<file path="src/rtl/resv_monitor_pkg.sv">
package resv_monitor_pkg;

    typedef enum logic [1:0] {
        OP_LOAD  = 2'b00,
        OP_LINK  = 2'b01,
        OP_COND  = 2'b10,
        OP_STORE = 2'b11
    } resv_op_e;

    typedef enum logic {
        SLOT_EMPTY = 1'b0,
        SLOT_HELD  = 1'b1
    } slot_state_e;

    typedef enum logic [1:0] {
        RSP_IDLE = 2'b00,
        RSP_PASS = 2'b01,
        RSP_FAIL = 2'b10
    } rsp_state_e;

endpackage

</file>
<file path="src/rtl/rsvm_slot.sv">
module rsvm_slot
    import resv_monitor_pkg::*;
#(
    parameter int TAG_W = 26
) (
    input  logic             clk,
    input  logic             rst_n,
    input  logic             arm_i,
    input  logic [TAG_W-1:0] arm_tag_i,
    input  logic             kill_i,
    input  logic [TAG_W-1:0] kill_tag_i,
    output logic             held_o,
    output logic [TAG_W-1:0] tag_o
);

    slot_state_e      state_q, state_d;
    logic [TAG_W-1:0] tag_q, tag_d;

    always_ff @(posedge clk) begin
        if (!rst_n) begin
            state_q <= SLOT_EMPTY;
            tag_q   <= '0;
        end else begin
            state_q <= state_d;
            tag_q   <= tag_d;
        end
    end

    always_comb begin
        state_d = state_q;
        tag_d   = tag_q;
        unique case (state_q)
            SLOT_EMPTY: begin
                if (arm_i) begin
                    state_d = SLOT_HELD;
                    tag_d   = arm_tag_i;
                end
            end
            SLOT_HELD: begin
                if (arm_i) begin
                    tag_d = arm_tag_i;
                end else if (kill_i && (kill_tag_i == tag_q)) begin
                    state_d = SLOT_EMPTY;
                end
            end
        endcase
    end

    always_comb begin
        held_o = (state_q == SLOT_HELD);
        tag_o  = tag_q;
    end

    AST_SLOT_ARM: assert property (@(posedge clk) disable iff (!rst_n)
        arm_i |=> (held_o && tag_o == $past(arm_tag_i)));

    AST_SLOT_KEEP: assert property (@(posedge clk) disable iff (!rst_n)
        (held_o && !kill_i) |=> held_o);

    AST_SLOT_KILL: assert property (@(posedge clk) disable iff (!rst_n)
        (held_o && !arm_i && kill_i && kill_tag_i == tag_o) |=> !held_o);

endmodule

</file>
<file path="src/rtl/rsvm_decode.sv">
module rsvm_decode
    import resv_monitor_pkg::*;
#(
    parameter int NUM_REQ = 4,
    parameter int ID_W    = 2,
    parameter int TAG_W   = 26
) (
    input  logic                           req_valid_i,
    input  resv_op_e                       req_op_i,
    input  logic [ID_W-1:0]                req_id_i,
    input  logic [TAG_W-1:0]               req_tag_i,
    input  logic [NUM_REQ-1:0]             held_i,
    input  logic [NUM_REQ-1:0][TAG_W-1:0]  tag_i,
    output logic [NUM_REQ-1:0]             arm_o,
    output logic                           kill_o,
    output logic                           own_held_o,
    output logic                           pass_o
);

    logic [NUM_REQ-1:0] sel;
    logic [NUM_REQ-1:0] own_hit;
    logic               own_match;

    for (genvar i = 0; i < NUM_REQ; i++) begin : g_sel
        assign sel[i]     = req_valid_i && (req_id_i == ID_W'(i));
        assign own_hit[i] = sel[i] && held_i[i] && (tag_i[i] == req_tag_i);
        assign arm_o[i]   = sel[i] && (req_op_i == OP_LINK);
    end

    assign own_match  = |own_hit;
    assign own_held_o = |(sel & held_i);

    always_comb begin
        kill_o = 1'b0;
        pass_o = 1'b1;
        unique case (req_op_i)
            OP_LOAD:  pass_o = 1'b1;
            OP_LINK:  pass_o = 1'b1;
            OP_COND: begin
                pass_o = own_match;
                kill_o = req_valid_i && own_match;
            end
            OP_STORE: kill_o = req_valid_i;
        endcase
    end

endmodule

</file>
<file path="src/rtl/rsvm_resp.sv">
module rsvm_resp
    import resv_monitor_pkg::*;
(
    input  logic clk,
    input  logic rst_n,
    input  logic fire_i,
    input  logic pass_i,
    output logic rsp_valid_o,
    output logic rsp_ok_o
);

    rsp_state_e state_q, state_d;

    always_ff @(posedge clk) begin
        if (!rst_n) state_q <= RSP_IDLE;
        else        state_q <= state_d;
    end

    always_comb begin
        state_d = RSP_IDLE;
        if (fire_i) state_d = pass_i ? RSP_PASS : RSP_FAIL;
    end

    always_comb begin
        rsp_valid_o = 1'b0;
        rsp_ok_o    = 1'b0;
        unique case (state_q)
            RSP_IDLE: begin
                rsp_valid_o = 1'b0;
                rsp_ok_o    = 1'b0;
            end
            RSP_PASS: begin
                rsp_valid_o = 1'b1;
                rsp_ok_o    = 1'b1;
            end
            RSP_FAIL: begin
                rsp_valid_o = 1'b1;
                rsp_ok_o    = 1'b0;
            end
            default: begin
                rsp_valid_o = 1'b0;
                rsp_ok_o    = 1'b0;
            end
        endcase
    end

endmodule

</file>
<file path="src/rtl/resv_monitor.sv">
module resv_monitor
    import resv_monitor_pkg::*;
#(
    parameter int NUM_REQ   = 4,
    parameter int ADDR_W    = 32,
    parameter int LINE_BITS = 6,
    parameter int ID_W      = (NUM_REQ > 1) ? $clog2(NUM_REQ) : 1
) (
    input  logic              clk,
    input  logic              rst_n,
    input  logic              req_valid,
    input  logic [1:0]        req_op,
    input  logic [ID_W-1:0]   req_id,
    input  logic [ADDR_W-1:0] req_addr,
    output logic              rsp_valid,
    output logic              rsp_ok
);

    localparam int TAG_W = ADDR_W - LINE_BITS;

    resv_op_e                       op;
    logic [TAG_W-1:0]               req_tag;
    logic [NUM_REQ-1:0]             held_vec;
    logic [NUM_REQ-1:0][TAG_W-1:0]  tag_vec;
    logic [NUM_REQ-1:0]             arm_vec;
    logic                           kill_en;
    logic                           own_held;
    logic                           req_pass;
    logic                           unused_low;

    assign op         = resv_op_e'(req_op);
    assign req_tag    = req_addr[ADDR_W-1:LINE_BITS];
    assign unused_low = ^req_addr[LINE_BITS-1:0];

    rsvm_decode #(
        .NUM_REQ (NUM_REQ),
        .ID_W    (ID_W),
        .TAG_W   (TAG_W)
    ) decode_i (
        .req_valid_i (req_valid),
        .req_op_i    (op),
        .req_id_i    (req_id),
        .req_tag_i   (req_tag),
        .held_i      (held_vec),
        .tag_i       (tag_vec),
        .arm_o       (arm_vec),
        .kill_o      (kill_en),
        .own_held_o  (own_held),
        .pass_o      (req_pass)
    );

    for (genvar i = 0; i < NUM_REQ; i++) begin : g_slot
        rsvm_slot #(.TAG_W(TAG_W)) slot_i (
            .clk        (clk),
            .rst_n      (rst_n),
            .arm_i      (arm_vec[i]),
            .arm_tag_i  (req_tag),
            .kill_i     (kill_en),
            .kill_tag_i (req_tag),
            .held_o     (held_vec[i]),
            .tag_o      (tag_vec[i])
        );

        AST_STORE_CLEARS: assert property (@(posedge clk) disable iff (!rst_n)
            (req_valid && op == OP_STORE && held_vec[i] && tag_vec[i] == req_tag)
            |=> !held_vec[i]);

        AST_OTHER_LINE_KEPT: assert property (@(posedge clk) disable iff (!rst_n)
            (req_valid && op != OP_LINK && held_vec[i] && tag_vec[i] != req_tag)
            |=> (held_vec[i] && $stable(tag_vec[i])));
    end

    rsvm_resp resp_i (
        .clk         (clk),
        .rst_n       (rst_n),
        .fire_i      (req_valid),
        .pass_i      (req_pass),
        .rsp_valid_o (rsp_valid),
        .rsp_ok_o    (rsp_ok)
    );

    AST_RSP_FOLLOWS: assert property (@(posedge clk) disable iff (!rst_n)
        req_valid |=> rsp_valid);

    AST_RSP_QUIET: assert property (@(posedge clk) disable iff (!rst_n)
        !req_valid |=> !rsp_valid);

    AST_FAIL_STABLE: assert property (@(posedge clk) disable iff (!rst_n)
        (req_valid && op == OP_COND && !req_pass)
        |=> ($stable(held_vec) && $stable(tag_vec)));

    AST_COND_NEEDS_RES: assert property (@(posedge clk) disable iff (!rst_n)
        (req_valid && op == OP_COND && !own_held) |=> !rsp_ok);

    AST_RESET_EMPTY: assert property (@(posedge clk)
        !rst_n |=> (held_vec == '0));

endmodule

</file>
<file path="config.mk">
export PLATFORM = sky130hd
export DESIGN_NAME = resv_monitor
export DESIGN_NICKNAME = d
export VERILOG_FILES = /design/src/rtl/resv_monitor_pkg.sv /design/src/rtl/rsvm_slot.sv /design/src/rtl/rsvm_decode.sv /design/src/rtl/rsvm_resp.sv /design/src/rtl/resv_monitor.sv
export SDC_FILE = /design/constraint.sdc
export NUM_CORES = 1
export LEC_CHECK = 0
export BUFFER_PORTS_ARGS = -buffer_cell sky130_fd_sc_hd__buf_2
export CAP_MARGIN = 10
export CORE_ASPECT_RATIO = 0.75
export CORE_UTILIZATION = 60
export CTS_CLUSTER_DIAMETER = 80
export DETAILED_ROUTE_END_ITERATION = 7
export PLACE_DENSITY_LB_ADDON = 0.08
export SLEW_MARGIN = 20
export SYNTH_ARGS = -nofsm -noshare
export SYNTH_HDL_FRONTEND = slang
export SYNTH_SLANG_ARGS = --single-unit
</file>
<file path="constraint.sdc">
create_clock -name clk -period 2.1 [get_ports clk]
set_clock_uncertainty 0.05 [all_clocks]
set_input_delay 0.105 -clock clk [delete_from_list [all_inputs] [get_ports clk]]
set_output_delay 0.105 -clock clk [all_outputs]
set_load 0.05 [all_outputs]
</file>
==> results.cfg, run 1 <==
[logic_synthesis]
syn-mean-instance-area_um2 = 8.390
synth-seq-cells = 110
synth_area_um2 = 5563
synth_area_leaders = dfxtp_1 40%, nand2_1 15%, a21boi_0 13%
netlist.area_leader.share = 0.3959
synth_fp_nets = 703
yosys.area_share.simple = 0.2161
synthCells = 663
synth_compound_area_frac = 0.1538
synth_top_family_by_area = simple AND/OR/NAND/NOR gates
synth_cell_types = 37
ys_seq_area_frac = 0.3959
muxShareOfSynthArea = 0
synth_xor_area_frac = 0.1651
yosys_warnings = 0
synth_fa_ha_area_frac = 0.002249
yosys.area.top_type = dfxtp_1

[clocking]
root_buffer = clkbuf_16
clock_sinks = 110
cts_buffer_depth = 2
clk_pin_slew_ps = 70
cts_tree = built
cts_made_buffers = 9
clock_latency_ps = 350
htreeDepth = 3

[power]
p_leak_nw = 2.044
ir_drop_v = 0.0005586
power.density_nw_per_um2 = 706.7
power_mw = 4.276

[global_routing]
grt_pass1_vias = 4100
grtUsageTotal = 0.2879
grt_antenna_before_repair = 0
grt_max_degree = 39
grt_pass1_wl_mm = 21.02
grt_overflow = 0

[worst_setup_path]
worstSetupPathType = primary input to flip-flop
slowest_delay_ps = 530
crit_buf_inv = 3
reg2reg_to = g_slot[0].slot_i.held_o$_SDFF_PN0_
crit_slowest_cell = dlygate4sd3_1
crit_arrival_ps = 2190
crit_fanout = 6
crit_path_frequent_cell = nor4_2
cp_top_family = simple AND/OR/NAND/NOR gates
worstSetupEndpointType = flip-flop
rrSetupSlack_ps = 130
crit_required_ps = 2260
r2r_cells = 6
worstSetupStartpoint = req_addr[18]
r2r-start = g_slot[3].slot_i.tag_o[7]$_SDFFE_PN0P_
worstSetupStartpointType = primary input
path_cells = dlygate4sd3_1 -> buf_2 -> buf_4 -> xor2_1 -> nor4_2 -> nand3_1 -> nor4_2 -> nand4bb_4 -> a41oi_1

[place]
hpwl_mm = 8.783
gp_congestion = 0.8414
portBuffers = 34
post-place-ws_ps = 153.7

[floorplan]
pin_count = 41
die_w_um = 113.2
num_rows = 30
coreArea_um2 = 9009
die-area_um2 = 9664
start_util = 0.6175
fp.dieH_um = 85.39

[min_path]
min_from = req_valid
min_to = resp_i.state_q[1]$_SDFF_PN0_
min_path_cells = 3
hp-class = primary input to flip-flop

[sta]
fmax_mhz = 492.7
slew_viol_final = 0
finalHoldViolCount = 0
hold_ws_ps = 36.62
fin_crit_sh = 0.9665
finalSetupViolations = 0
tightestPinTransition_ps = 510.9
rsz0062_at_grt = false
period_minus_slack_ps = 2030
maxSlewHeadroom = 0.6563
setup_slack_ps = 70.42
fin_tns_setup_ps = 0

[job]
maxCapViolations = 0

[cells_and_area]
num_antenna_cells = 0
area_growth_pct = 8.772
final_core_util = 0.6717
drive_above_1_share = 0.1215
nets = 710

[route]
ant_nets = 0
firstDrtPassIters = 4
wl_per_cell_um = 16.61
vias = 4300
drt_iter0_drc = 254
post-route-drc-count = 0
routed_wirelength_mm = 13.07
vias_per_cell = 5.464

[run_status]
status = completed
[stage by stage]
stage               area (um^2)  std cells
floorplan                  5563        663
finish                     6051        787
CTS                        6023        786
global route               6051        787
global placement           5700        768
detailed placement         5700        768
[final cells by class]
cell class | instances | area, um^2
tap | 112 | 140.1
timing repair buffer | 57 | 372.9
sequential | 110 | 2202
multi-input combinational | 489 | 3022
clock buffer | 13 | 260.3
fill | 763 | 2958
inverter | 3 | 11.26
clock inverter | 3 | 42.54
[what timing repair did]
action / CTS / global route
setup endpoints to repair: 0 / 4
endpoints found under the hold margin: 2 / 0
gates resized for setup: 0 / 3
buffers inserted: 0 / 1
hold buffers: 2 / 0
[power by group]
group / total (mW) / internal, mW / switching, mW / leakage, nW
clock: 1.73 / 0.990 / 0.742 / 0.146
sequential: 2.13 / 2.11 / 0.0175 / 0.888
combinational: 0.414 / 0.167 / 0.247 / 1.01
[how the worst max path moves through the flow]
stage               depth (start not counted)                            endpoint  slack [ps]
floorplan                                   6  g_slot[0].slot_i.held_o$_SDFF_PN0_         520
global placement                            7  g_slot[3].slot_i.held_o$_SDFF_PN0_         200
detailed placement                          7  g_slot[2].slot_i.held_o$_SDFF_PN0_         150
CTS                                         9  g_slot[0].slot_i.held_o$_SDFF_PN0_          50
global route                                9  g_slot[0].slot_i.held_o$_SDFF_PN0_           8
finish                                      9  g_slot[0].slot_i.held_o$_SDFF_PN0_          70
[per-layer routing]
layer  vias up  GRT usage  part of all wire
met5         -          0                 0
met4         0    0.09330            0.0091
met3        12    0.06500             0.076
met1      2019     0.3777              0.44
li1       2159          -                 -
met2       110     0.4724              0.48
[state kept, by name (all words and copies together) (netlist names)]
name                  flops
g_slot.slot_i.tag_o     104
resp_i.state_q            2
g_slot.slot_i.held_o      4
[logic make-up (layout without fill, tap and decap cells)]
family	count (synthesis)	after routing
DFF	110	110
xor gates and xnor gates	104	104
and+or+nand+nor	270	270
buffers and inverters	64	76
AOI/OAI and AO/OA	114	114
adders and majority gates	1	1
[cell usage in the layout, fill, tap and decap left out, drive strengths merged]
master and instances:
a21boi 104, a41o 1, a41oi 4, and2 1
and3 3, buf 55, bufinv 1, clkbuf 13
clkinv 1, clkinvlp 1, dfxtp 110, dlygate4sd3 2
ha 1, inv 3, nand2 217, nand3 1
nand4 18, nand4bb 1, nor2 6, nor3 3
nor3b 2, nor4 13, nor4b 1, nor4bb 1
o21ai 4, o21ba 1, or3 2, or4b 1
xnor2 66, xor2 38
[synthesized netlist by cell type (all sizes together)]
master	number
clkbuf	23
nor2	6
nand3	1
nand4	18
nand4bb	1
xor2	38
or3	2
nand2	217
o21ai	4
and2	1
o21ba	1
dfxtp	110
inv	3
and3	3
nor4	13
or4b	1
a41oi	4
nor3	3
a41o	1
nor4bb	1
nor4b	1
xnor2	66
clkdlybuf4s50	1
ha	1
buf	37
a21boi	104
nor3b	2
[worst register-to-register path: stages, from the launching register on]
cell and delay [ps]:
dfxtp_1 320, xor2_1 150, nor4_1 410, nand4_1 240, nor4_2 290, nand4bb_4 230, a41oi_1 140
Power figures use the tool's default switching activity.
==> run 2: changes to the inputs <==
RECOVER_POWER = 25   (was default)
==> run 2 against run 1 <==
Critical endpoint is now g_slot[1].slot_i.held_o$_SDFF_PN0_; sequential power hardly changed; critical path depth stayed put; global-route usage stayed put; critical path type unchanged; highest routed layer unchanged; largest power group unchanged.
==> results.cfg, run 2 (synthesis gave the netlist of run 1 again) <==
[route]
vias_per_cell = 5.463
vias = 4299
drt_iter0_drc = 278
routed_wirelength_mm = 13.04
firstDrtPassIters = 4
wl_per_cell_um = 16.56
ant_nets = 0
post-route-drc-count = 0

[job]
maxCapViolations = 0

[min_path]
min_from = req_addr[11]
min_to = g_slot[1].slot_i.tag_o[5]$_SDFFE_PN0P_
min_path_cells = 3
hp-class = primary input to flip-flop

[clocking]
clk_pin_slew_ps = 70
root_buffer = clkbuf_16
htreeDepth = 3
cts_tree = built
cts_buffer_depth = 2
clock_latency_ps = 350
cts_made_buffers = 9
clock_sinks = 110

[sta]
slew_viol_final = 0
rsz0062_at_grt = false
setup_slack_ps = 71.86
finalHoldViolCount = 0
tightestPinTransition_ps = 590.5
finalSetupViolations = 0
fin_tns_setup_ps = 0
fmax_mhz = 493.1
fin_crit_sh = 0.9658
period_minus_slack_ps = 2028
maxSlewHeadroom = 0.6080

[cells_and_area]
nets = 710
num_antenna_cells = 0
fin_cells = 787
fillCellCount = 764
area_growth_pct = 8.637
final_common_cell = nand2_1
fin_area_um2 = 6043
drive_above_1_share = 0.1170
layout_common_cells = 217 x nand2_1, 110 x dfxtp_1, 96 x a21boi_0
largest_reg_flops = 104

[power]
ir_drop_v = 0.0005588
power.density_nw_per_um2 = 706.2
power_mw = 4.268
p_leak_nw = 2.034

[place]
post-place-ws_ps = 153.7
hpwl_mm = 8.783
gp_congestion = 0.8414
post_dp_cell_area_um2 = 5700
portBuffers = 34
placed_cells = 768

[run_status]
status = completed

[global_routing]
grt_max_degree = 39
grt_pass1_wl_mm = 21.02
grt_antenna_before_repair = 0
grtUsageTotal = 0.2879
grt_pass1_vias = 4100
grt_overflow = 0

[floorplan]
fp.dieH_um = 85.39
start_util = 0.6175
num_rows = 30
coreArea_um2 = 9009
die_w_um = 113.2
pin_count = 41
die-area_um2 = 9664

[worst_setup_path]
worstSetupPathType = primary input to flip-flop
crit_required_ps = 2260
r2r-start = g_slot[3].slot_i.tag_o[7]$_SDFFE_PN0P_
crit_fanout = 6
reg2reg_to = g_slot[1].slot_i.held_o$_SDFF_PN0_
crit_arrival_ps = 2190
r2r_cells = 6
rrSetupSlack_ps = 110
worstSetupStartpointType = primary input
worstSetupEndpointType = flip-flop
run 2: worst max path at each step:
stage | startpoint | to | slack, ps | depth (start not counted)
floorplan | g_slot[3].slot_i.tag_o[10]$_SDFFE_PN0P_ | g_slot[0].slot_i.held_o$_SDFF_PN0_ | 520 | 6
global placement | g_slot[2].slot_i.tag_o[4]$_SDFFE_PN0P_ | g_slot[3].slot_i.held_o$_SDFF_PN0_ | 200 | 7
detailed placement | req_addr[13] | g_slot[2].slot_i.held_o$_SDFF_PN0_ | 150 | 7
CTS | req_addr[18] | g_slot[0].slot_i.held_o$_SDFF_PN0_ | 50 | 9
global route | req_addr[18] | g_slot[0].slot_i.held_o$_SDFF_PN0_ | 8 | 9
finish | req_addr[18] | g_slot[1].slot_i.held_o$_SDFF_PN0_ | 70 | 9
run 2: routing by layer:
layer | track usage | up-vias | part of all wire
met2 | 0.4724 | 118 | 0.48
met1 | 0.3777 | 2011 | 0.43
met3 | 0.06500 | 13 | 0.082
met4 | 0.09330 | 0 | 0.0087
met5 | 0 | - | 0
li1 | - | 2157 | -
run 2: per-stage QoR:
step	hold slack (ps)	util
finish	41.68	0.6708
detailed placement	349.0	0.6328
global route	39.72	0.6708
global placement	340.9	0.6328
floorplan	176.8	-
CTS	29.00	0.6686
run 2: worst max-delay path, stage by stage:
cell and delay (ps):
dlygate4sd3_1 530, buf_2 150, buf_4 170, xor2_1 170
nor4_2 260, nand3_1 230, nor4_2 190, nand4bb_4 230
a41oi_1 140
run 2: area by class of cell:
| class | instances | area [um^2] | area share |
|---|---|---|---|
| timing repair buffer | 57 | 367.9 | 0.06087 |
| sequential | 110 | 2202 | 0.3644 |
| inverter | 3 | 11.26 | 0.001863 |
| clock inverter | 3 | 42.54 | 0.007039 |
| clock buffer | 13 | 260.3 | 0.04306 |
| tap | 112 | 140.1 | 0.02319 |
| multi-input combinational | 489 | 3019 | 0.4996 |
run 2: power by group:
group          internal [mW]  switching, mW  total (mW)
Combinational          0.166          0.246       0.412
Sequential              2.11         0.0175        2.13
Clock                  0.990          0.735        1.73
run 2: repair_timing:
| item | 4_1_cts | 5_1_grt |
|---|---|---|
| hold buffers | 2 | 0 |
| resized for setup | 0 | 3 |
| setup endpoints to repair | 0 | 4 |
| buffers inserted | 0 | 1 |
| endpoints found under the hold margin | 2 | 0 |
==> run 3: changes to the inputs <==
CELL_PAD_IN_SITES_DETAIL_PLACEMENT = 1   (was default)
CELL_PAD_IN_SITES_GLOBAL_PLACEMENT = 2   (was default)
CORE_UTILIZATION = 37   (was 60)
==> run 3 against run 2 <==
First-iteration DRC count is 24% lower; sequential power hardly changed; combinational power is 8.3% higher; worst setup slack better by 30 ps; clock-buffer cell count is 2 lower; global-route usage is 5.7 points lower; critical path type is now flip-flop to flip-flop; largest cell class unchanged; largest power group unchanged.
==> results.cfg, run 3 (synthesis gave the netlist of run 1 again) <==
[worst_setup_path]
crit_fanout = 6
worstSetupStartpoint = g_slot[1].slot_i.tag_o[0]$_SDFFE_PN0P_
crit_required_ps = 2270
crit_slowest_cell = nor4_2
slowest_delay_ps = 380
path_cells = xnor2_1 -> nand4_1 -> nor4_2 -> buf_4 -> a41o_1 -> nand4bb_4 -> a41oi_1
worstSetupStartpointType = flip-flop
worstSetupPathType = flip-flop to flip-flop
r2r-start = g_slot[1].slot_i.tag_o[0]$_SDFFE_PN0P_
worstSetupEndpointType = flip-flop
crit_arrival_ps = 2170

[global_routing]
grtUsageTotal = 0.2309
grt_overflow = 0
grt_pass1_wl_mm = 25.99
grt_max_degree = 38
grt_pass1_vias = 4464
grt_antenna_before_repair = 0

[cells_and_area]
final_common_cell = nand2_1
num_antenna_cells = 0
drive_above_1_share = 0.1292
nets = 718
final_core_util = 0.4233
area_growth_pct = 10.71
largest_reg_flops = 104
layout_common_cells = 216 x nand2_1, 110 x dfxtp_1, 96 x a21boi_0

[power]
ir_drop_v = 0.0003867
power.density_nw_per_um2 = 682.9
power_mw = 4.205
p_leak_nw = 2.050

[floorplan]
num_rows = 38
coreArea_um2 = 14550
die_w_um = 143.6
pin_count = 41
start_util = 0.3824
fp.dieH_um = 108.2
die-area_um2 = 15530

[route]
post-route-drc-count = 0
vias_per_cell = 5.016
vias = 4419
routed_wirelength_mm = 16.43
wl_per_cell_um = 18.64
drt_iter0_drc = 211
ant_nets = 0
firstDrtPassIters = 4

[clocking]
root_buffer = clkbuf_16
cts_tree = built
cts_made_buffers = 9
clock_latency_ps = 360
clk_pin_slew_ps = 70
cts_buffer_depth = 2
clock_sinks = 110
htreeDepth = 3

[run_status]
status = completed

[sta]
period_minus_slack_ps = 1998
hold_ws_ps = 13.42
fmax_mhz = 500.5
tightestPinTransition_ps = 611.5
maxSlewHeadroom = 0.5923
fin_crit_sh = 0.9514
finalSetupViolations = 0
rsz0062_at_grt = false
slew_viol_final = 0
finalHoldViolCount = 0

[job]
maxCapViolations = 0

[min_path]
min_from = req_addr[10]
hp-class = primary input to flip-flop

[place]
hpwl_mm = 11.81
portBuffers = 34
gp_congestion = 0.8099
==> run 3: repair_timing <==
action	in CTS	in global routing
hold buffers	1	0
endpoints found under the hold margin	4	0
buffers inserted	0	0
gates resized for setup	1	2
setup endpoints to repair	4	4
==> run 3: stage by stage <==
stage	setup WS, ps	area [um^2]	setup TNS [ps]	instances
2_1_floorplan	516.8	5563	0	663
3_3_place_gp	19.35	5873	0	866
3_5_place_dp	-74.97	5873	-246.2	866
4_1_cts	86.03	6153	0	881
5_1_grt	19.77	6158	0	881
6_report	102.1	6158	0	881
==> run 3: critical path: cells and delay by family, from the launching register on <==
family,cells,cell delay [ps]
simple gates,3,710
buf+inv,1,190
xor+xnor,1,260
flops,1,320
compound gates,2,330
==> run 3: final timing paths <==
path                                                           endpoint  slack, ps  cells past startpoint
worst min-delay path             g_slot[3].slot_i.tag_o[4]$_SDFFE_PN0P_         10                      3
worst max-delay path                 g_slot[2].slot_i.held_o$_SDFF_PN0_        100                      7
worst max register to register       g_slot[2].slot_i.held_o$_SDFF_PN0_        100                      7
worst min register to register  g_slot[0].slot_i.tag_o[12]$_SDFFE_PN0P_        420                      2
==> run 3: area by class of cell <==
| type | instances | area (um^2) |
|---|---|---|
| timing repair buffer | 65 | 410.4 |
| clock buffer | 11 | 242.7 |
| sequential | 110 | 2202 |
| clock inverter | 3 | 21.27 |
| fill | 1755 | 8391 |
| multi-input combinational | 489 | 3020 |
| inverter | 3 | 11.26 |
| tap | 200 | 250.2 |
==> run 3: where the power goes <==
group          switching, mW  internal, mW
Clock                  0.800         0.829
Sequential            0.0177          2.11
Combinational          0.275         0.171
Total                   1.09          3.11
==> run 3: per-layer routing <==
| layer | GRT usage | wire length, um | vias to the layer above |
|---|---|---|---|
| met5 | 0 | 0 | - |
| met1 | 0.3211 | 8352 | 2180 |
| met4 | 0.05927 | 189 | 0 |
| li1 | - | - | 2168 |
| met2 | 0.3623 | 7285 | 57 |
| met3 | 0.04827 | 599 | 14 |
